<file path="src/rtl/swallow_divider_pkg.sv">
// Shared definitions for the pulse-swallow divider.
package swallow_divider_pkg;
    // Prescaler base modulus selection.
    typedef enum logic {
        PRE_LARGE = 1'b0,
        PRE_SMALL = 1'b1
    } pre_sel_e;
endpackage

</file>
<file path="src/rtl/swallow_prescaler.sv">
// Dual-modulus prescaler model: counts enabled ticks up to the modulus
// presented on its input and flags the tick that completes a period.
// Assumes the modulus is at least 2 and changes only at period ends.
module swallow_prescaler #(
    parameter int CW = 7
) (
    input  logic          clk,
    input  logic          rst_n,
    input  logic          hold,
    input  logic          tick,
    input  logic [CW-1:0] modulus,
    output logic          done
);
    logic [CW-1:0] cnt;

    // Completion is the enabled tick that lands on the last count.
    assign done = tick && (cnt == modulus - CW'(1));

    // Count enabled ticks, restarting at each completed period.
    always_ff @(posedge clk) begin
        if (!rst_n || hold) begin
            cnt <= '0;
        end else if (done) begin
            cnt <= '0;
        end else if (tick) begin
            cnt <= cnt + CW'(1);
        end
    end
endmodule

</file>
<file path="src/rtl/swallow_feedback.sv">
// Feedback path: swallow and main counters steer the prescaler so that
// one cycle spans P*N+A ticks. Settings are adopted at cycle start only.
// Assumes N >= 1; NW > AW so the validity compare zero-extends A.
module swallow_feedback
    import swallow_divider_pkg::*;
#(
    parameter int AW      = 7,
    parameter int NW      = 11,
    parameter int P_SMALL = 32,
    parameter int P_LARGE = 64
) (
    input  logic          clk,
    input  logic          rst_n,
    input  logic          ps_n,
    input  logic          fin_en,
    input  logic          mod_small,
    input  logic [AW-1:0] cfg_a,
    input  logic [NW-1:0] cfg_n,
    output logic          fp_pulse,
    output logic          cfg_bad
);
    localparam int PW = $clog2(P_LARGE + 2);

    pre_sel_e      sel_act;
    logic [AW-1:0] a_cnt;
    logic [NW-1:0] n_cnt;
    logic [PW-1:0] modulus;
    logic          pre_done;
    logic          new_bad;

    // Divide by P+1 while swallow count remains, else by P.
    always_comb begin
        modulus = (sel_act == PRE_SMALL) ? PW'(P_SMALL) : PW'(P_LARGE);
        if (a_cnt != '0) modulus = modulus + PW'(1);
    end

    // Validity of the incoming settings, zero-extending A.
    assign new_bad = ({{(NW-AW){1'b0}}, cfg_a} >= cfg_n);

    swallow_prescaler #(.CW(PW)) i_pre (
        .clk     (clk),
        .rst_n   (rst_n),
        .hold    (!ps_n),
        .tick    (fin_en),
        .modulus (modulus),
        .done    (pre_done)
    );

    // Step the counters per prescaler period; reload and strobe at cycle end.
    always_ff @(posedge clk) begin
        if (!rst_n || !ps_n) begin
            a_cnt    <= cfg_a;
            n_cnt    <= cfg_n;
            sel_act  <= pre_sel_e'(mod_small);
            cfg_bad  <= new_bad;
            fp_pulse <= 1'b0;
        end else begin
            fp_pulse <= 1'b0;
            if (pre_done) begin
                if (n_cnt == NW'(1)) begin
                    a_cnt    <= cfg_a;
                    n_cnt    <= cfg_n;
                    sel_act  <= pre_sel_e'(mod_small);
                    cfg_bad  <= new_bad;
                    fp_pulse <= 1'b1;
                end else begin
                    n_cnt <= n_cnt - NW'(1);
                    if (a_cnt != '0) a_cnt <= a_cnt - AW'(1);
                end
            end
        end
    end
endmodule

</file>
<file path="src/rtl/swallow_refdiv.sv">
// Reference path: divides enabled oscillator ticks by R, strobing once
// per cycle and adopting a new R only when a cycle completes.
// Assumes R >= 2.
module swallow_refdiv #(
    parameter int RW = 14
) (
    input  logic          clk,
    input  logic          rst_n,
    input  logic          ps_n,
    input  logic          osc_en,
    input  logic [RW-1:0] cfg_r,
    output logic          fr_pulse
);
    logic [RW-1:0] r_cnt;

    // Count down enabled ticks; reload from the setting at cycle end.
    always_ff @(posedge clk) begin
        if (!rst_n || !ps_n) begin
            r_cnt    <= cfg_r;
            fr_pulse <= 1'b0;
        end else begin
            fr_pulse <= 1'b0;
            if (osc_en) begin
                if (r_cnt == RW'(1)) begin
                    r_cnt    <= cfg_r;
                    fr_pulse <= 1'b1;
                end else begin
                    r_cnt <= r_cnt - RW'(1);
                end
            end
        end
    end
endmodule

</file>
<file path="src/rtl/swallow_divider.sv">
// Top level: feedback divider (P*N+A) and reference divider (R) sharing
// one clock, each input stream given as a per-clock enable.
module swallow_divider #(
    parameter int AW      = 7,
    parameter int NW      = 11,
    parameter int RW      = 14,
    parameter int P_SMALL = 32,
    parameter int P_LARGE = 64
) (
    input  logic          clk,
    input  logic          rst_n,
    input  logic          ps_n,
    input  logic          fin_en,
    input  logic          osc_en,
    input  logic          mod_small,
    input  logic [AW-1:0] cfg_a,
    input  logic [NW-1:0] cfg_n,
    input  logic [RW-1:0] cfg_r,
    output logic          fp_pulse,
    output logic          fr_pulse,
    output logic          cfg_bad
);
    swallow_feedback #(
        .AW(AW), .NW(NW), .P_SMALL(P_SMALL), .P_LARGE(P_LARGE)
    ) i_fb (
        .clk       (clk),
        .rst_n     (rst_n),
        .ps_n      (ps_n),
        .fin_en    (fin_en),
        .mod_small (mod_small),
        .cfg_a     (cfg_a),
        .cfg_n     (cfg_n),
        .fp_pulse  (fp_pulse),
        .cfg_bad   (cfg_bad)
    );

    swallow_refdiv #(.RW(RW)) i_ref (
        .clk      (clk),
        .rst_n    (rst_n),
        .ps_n     (ps_n),
        .osc_en   (osc_en),
        .cfg_r    (cfg_r),
        .fr_pulse (fr_pulse)
    );
endmodule

</file>
<file path="config.mk">
export PLATFORM = sky130hd
export DESIGN_NAME = swallow_divider
export DESIGN_NICKNAME = d
export VERILOG_FILES = /design/src/rtl/swallow_divider_pkg.sv /design/src/rtl/swallow_prescaler.sv /design/src/rtl/swallow_feedback.sv /design/src/rtl/swallow_refdiv.sv /design/src/rtl/swallow_divider.sv
export SDC_FILE = /design/constraint.sdc
export NUM_CORES = 1
export LEC_CHECK = 0
export BUFFER_PORTS_ARGS = -buffer_cell sky130_fd_sc_hd__buf_2
export CORE_ASPECT_RATIO = 1.25
export CORE_UTILIZATION = 40
export DETAILED_ROUTE_END_ITERATION = 10
export PLACE_DENSITY = 0.61
export SLEW_MARGIN = 5
export SYNTH_ARGS = -nofsm -noshare
export SYNTH_HDL_FRONTEND = slang
export SYNTH_SLANG_ARGS = --single-unit
</file>
<file path="constraint.sdc">
create_clock -name clk -period 7.9 [get_ports clk]
set_input_delay 0.79 -clock clk [delete_from_list [all_inputs] [get_ports clk]]
set_output_delay 0.79 -clock clk [all_outputs]
set_load 0.02 [all_outputs]
</file>
==> impl_results.md <==
* WP data required at 7880 ps
* Slew Limit Fails at 0
* CTS tree: done
* Setup crit end kind: flip-flop
* Synth-to-Final Area Change at 15.5%
* Worst Setup Path Type: reg2reg
* # Post-CTS Setup Buffers at 0
* Syn Inst Count at 256
* Routed Antenna Nets at 0
* Root buf cell: clkbuf_8
* Worst vdd ir at 0.113 mV
* Core area at 6170 sq um
* Width of the die at 73.2 microns
* FF-to-FF setup slack at 5060 ps
* Commonest non-fill, non-tap cell in the layout: buf_2
* Share of cells above drive strength 1 at 18.5%
* Die ar. at 6660 sq um
* Register area share after synthesis at 47.4%
* Worst r2r dst: i_fb.a_cnt[4]
* Worst path max stage delay at 400 ps
* Crit path top cell by count: ha_1
* H-tree level count at 2
* Critical path destination: i_fb.a_cnt[4]
* Final min period at 2840 ps
* Fin area at 2930 sq um
* Tcrit/Tclk final at 36.0%
* Net Count, Synth at 309
* Setup crit start kind: flip-flop
* Worst Path Max Fanout at 19
* Min-delay worst type: reg2reg
* DR iter-0 viols at 54
* Critical Path Start: i_fb.a_cnt[0]
* Quantity of gates resized following cts at 0
* Slowest-stage cell, CP: edfxtp_1
* RR Startpoint: i_fb.a_cnt[0]
* CTS Hold Bufs at 0
* Reg2Reg Depth at 9
* Syn avg cell area at 9.91 sq um
* Grt total ovfl at 0
* Largest net degree at the start of global routing at 29
* Wire length per cell at 12.7 microns
* N_diodes at 0
* Placer Congestion at 0.793
* Total power at 0.542 mW
* Via count at 1901
* Setup tns final at 0 ps
* Final HPWL from detailed placement at 3710 microns
* P_leak at 1.19 nW
* FF+latch count, synth at 43
* CTS Buf Count at 5
* Row Count at 32
* Post-DP Area at 2810 sq um
* Slew headroom at 38.2%
* # nets final at 349
* Cell Chain, Critical Path: inv_1 > ha_1 > nor3b_1 > nand2_1 > ha_1 > xnor2_1 > o2111ai_2 > nand3_2 > o21a_1
* Commonest non-fill, non-tap cells in the layout: 40 x buf_2, 39 x nand2_1, 34 x edfxtp_1, 30 x o21ai_0, 17 x nor2_1
* Worst Max-Slew Pin Slew at 925 ps
* Layout Skew at 10.3 ps
* Crit path DAT at 2820 ps
* WL final at 4840 microns
* Final Hold Vio Count at 0
* Initial antenna violation count at 0
* Cell Area, Synth at 2540 sq um
* Drc violations at 0
* Warnings, synthesis at 0
* Power density over the cells at 185 nW/um^2
* Max-Cap Viols at 0
* FMAX at 352 MHz
* Vias in the first global route at 1923
* Clk sink count at 43
* Io pins at 41
* Worst skew pair latency at 300 ps
* PortBufs at 40
* Final setup vio count at 0
* Bufs on Longest Clock Path at 2
* Total GRT Usage at 16.1%
* Netlist cell types at 39
* First-pass GRT wire length at 8330 microns
* Clk pin slew, worst setup/hold paths at 80 ps
* DRT Pass-1 Iters at 4
* Outcome: finished clean
* RSZ-0062 raised after global routing: false
* Die Height at 91.0 microns
* Vias/cell at 4.98
* Initial Util at 41.1%
-- logic make-up (layout without fill, tap and decap cells) --
logic type | after synthesis | after routing | share of synthesized area (%)
AOI/OAI and AO/OA | 47 | 47 | 11.1
xor gates and xnor gates | 31 | 31 | 10.7
adders and majority gates | 15 | 15 | 7.40
buffers and inverters | 21 | 62 | 3.31
DFF | 43 | 43 | 47.4
muxes | 1 | 1 | 0.395
and+or+nand+nor | 98 | 98 | 19.8
-- through the flow --
| stage | hold WS [ps] | std cells | utilization (%) | worst slack (ps) |
|---|---|---|---|---|
| 5_1_grt | 613 | 382 | 47.5 | 4750 |
| 3_5_place_dp | 554 | 374 | 45.6 | 5050 |
| 3_3_place_gp | 527 | 374 | 45.6 | 5110 |
| 2_1_floorplan | 500 | 256 | - | 5380 |
| 4_1_cts | 574 | 382 | 47.5 | 5030 |
| 6_report | 561 | 382 | 47.5 | 5060 |
-- how the worst min path moves through the flow --
stage / startpoint / to / slack, ps / depth (start not counted)
final: i_fb.i_pre.cnt[6] / i_fb.i_pre.cnt[6] / 560 / 2
after detailed placement: i_fb.i_pre.cnt[3] / i_fb.i_pre.cnt[3] / 550 / 2
after floorplan: i_fb.i_pre.cnt[6] / i_fb.i_pre.cnt[6] / 500 / 2
after global routing: i_fb.i_pre.cnt[5] / i_fb.i_pre.cnt[5] / 610 / 2
after CTS: i_fb.i_pre.cnt[3] / i_fb.i_pre.cnt[3] / 570 / 2
after global placement: i_fb.i_pre.cnt[3] / i_fb.i_pre.cnt[3] / 530 / 2
-- power breakdown --
part	internal (mW)	switching [mW]	leakage, nW	total (mW)
clock network	0.102	0.0753	0.0612	0.178
registers	0.268	0.0191	0.428	0.287
logic	0.0357	0.0413	0.704	0.0770
total	0.406	0.136	1.19	0.542
-- cell type report --
type                            instances  area (sq um)
Tap cell                               85           106
Clock inverter                          2          35.0
Fill cell                             633          3240
Inverter                               14          52.6
Multi-Input combinational cell        192          1250
Timing Repair Buffer                   40           200
Clock buffer                            6          82.6
Sequential cell                        43          1200
-- layer usage --
metal | share of wire [%] | track usage (%)
met5 | 0 | 0
met4 | 1.1 | 4.41
met3 | 3.0 | 3.66
met2 | 50 | 28.2
met1 | 46 | 19.2
-- synthesized netlist by cell type --
library cell / n / area share [%]
xor2_1: 15 / 5.2
a21o_1: 3 / 0.89
o2111ai_1: 1 / 0.35
nand3_2: 1 / 0.39
nor2_1: 17 / 2.5
and4_1: 2 / 0.69
or4_4: 1 / 0.44
or4_1: 1 / 0.30
o21ai_0: 30 / 5.9
a21oi_1: 4 / 0.79
a31oi_1: 2 / 0.49
o21a_1: 1 / 0.30
o31ai_1: 2 / 0.59
nand2_1: 39 / 5.8
nor4_1: 4 / 0.99
nor3b_1: 3 / 0.89
and4bb_2: 1 / 0.49
nor3_1: 6 / 1.2
nor4_4: 1 / 0.84
o41ai_1: 1 / 0.35
nor2b_1: 4 / 0.99
buf_2: 4 / 0.79
inv_1: 14 / 2.1
mux2i_1: 1 / 0.39
nand2b_1: 1 / 0.25
nor4b_1: 1 / 0.35
xnor2_1: 16 / 5.5
edfxtp_1: 34 / 40
ha_1: 15 / 7.4
dfxtp_1: 9 / 7.1
nand3b_1: 1 / 0.30
clkbuf_1: 3 / 0.44
nand3_1: 6 / 1.2
or2_2: 1 / 0.25
and3_1: 2 / 0.49
a211oi_2: 1 / 0.49
o2111ai_2: 1 / 0.59
nand4_1: 6 / 1.5
a211oi_1: 1 / 0.30
-- critical path, delay by kind of cell (launching register included) --
| family | cells | cell delay (ps) |
|---|---|---|
| and+or+nand+nor | 3 | 870 |
| xor gates and xnor gates | 1 | 160 |
| buffers and inverters | 1 | 100 |
| adders and majority gates | 2 | 460 |
| DFF | 1 | 400 |
| AOI/OAI and AO/OA | 2 | 530 |
-- state kept, by name (all words and copies together) (netlist names) --
name,flops
i_fb.a_cnt,7
i_fb.fp_pulse,1
i_ref.fr_pulse,1
i_fb.cfg_bad,1
i_fb.i_pre.cnt,7
i_ref.r_cnt,14
i_fb.sel_act,1
i_fb.n_cnt,11
(Power assumes the default switching activity.)
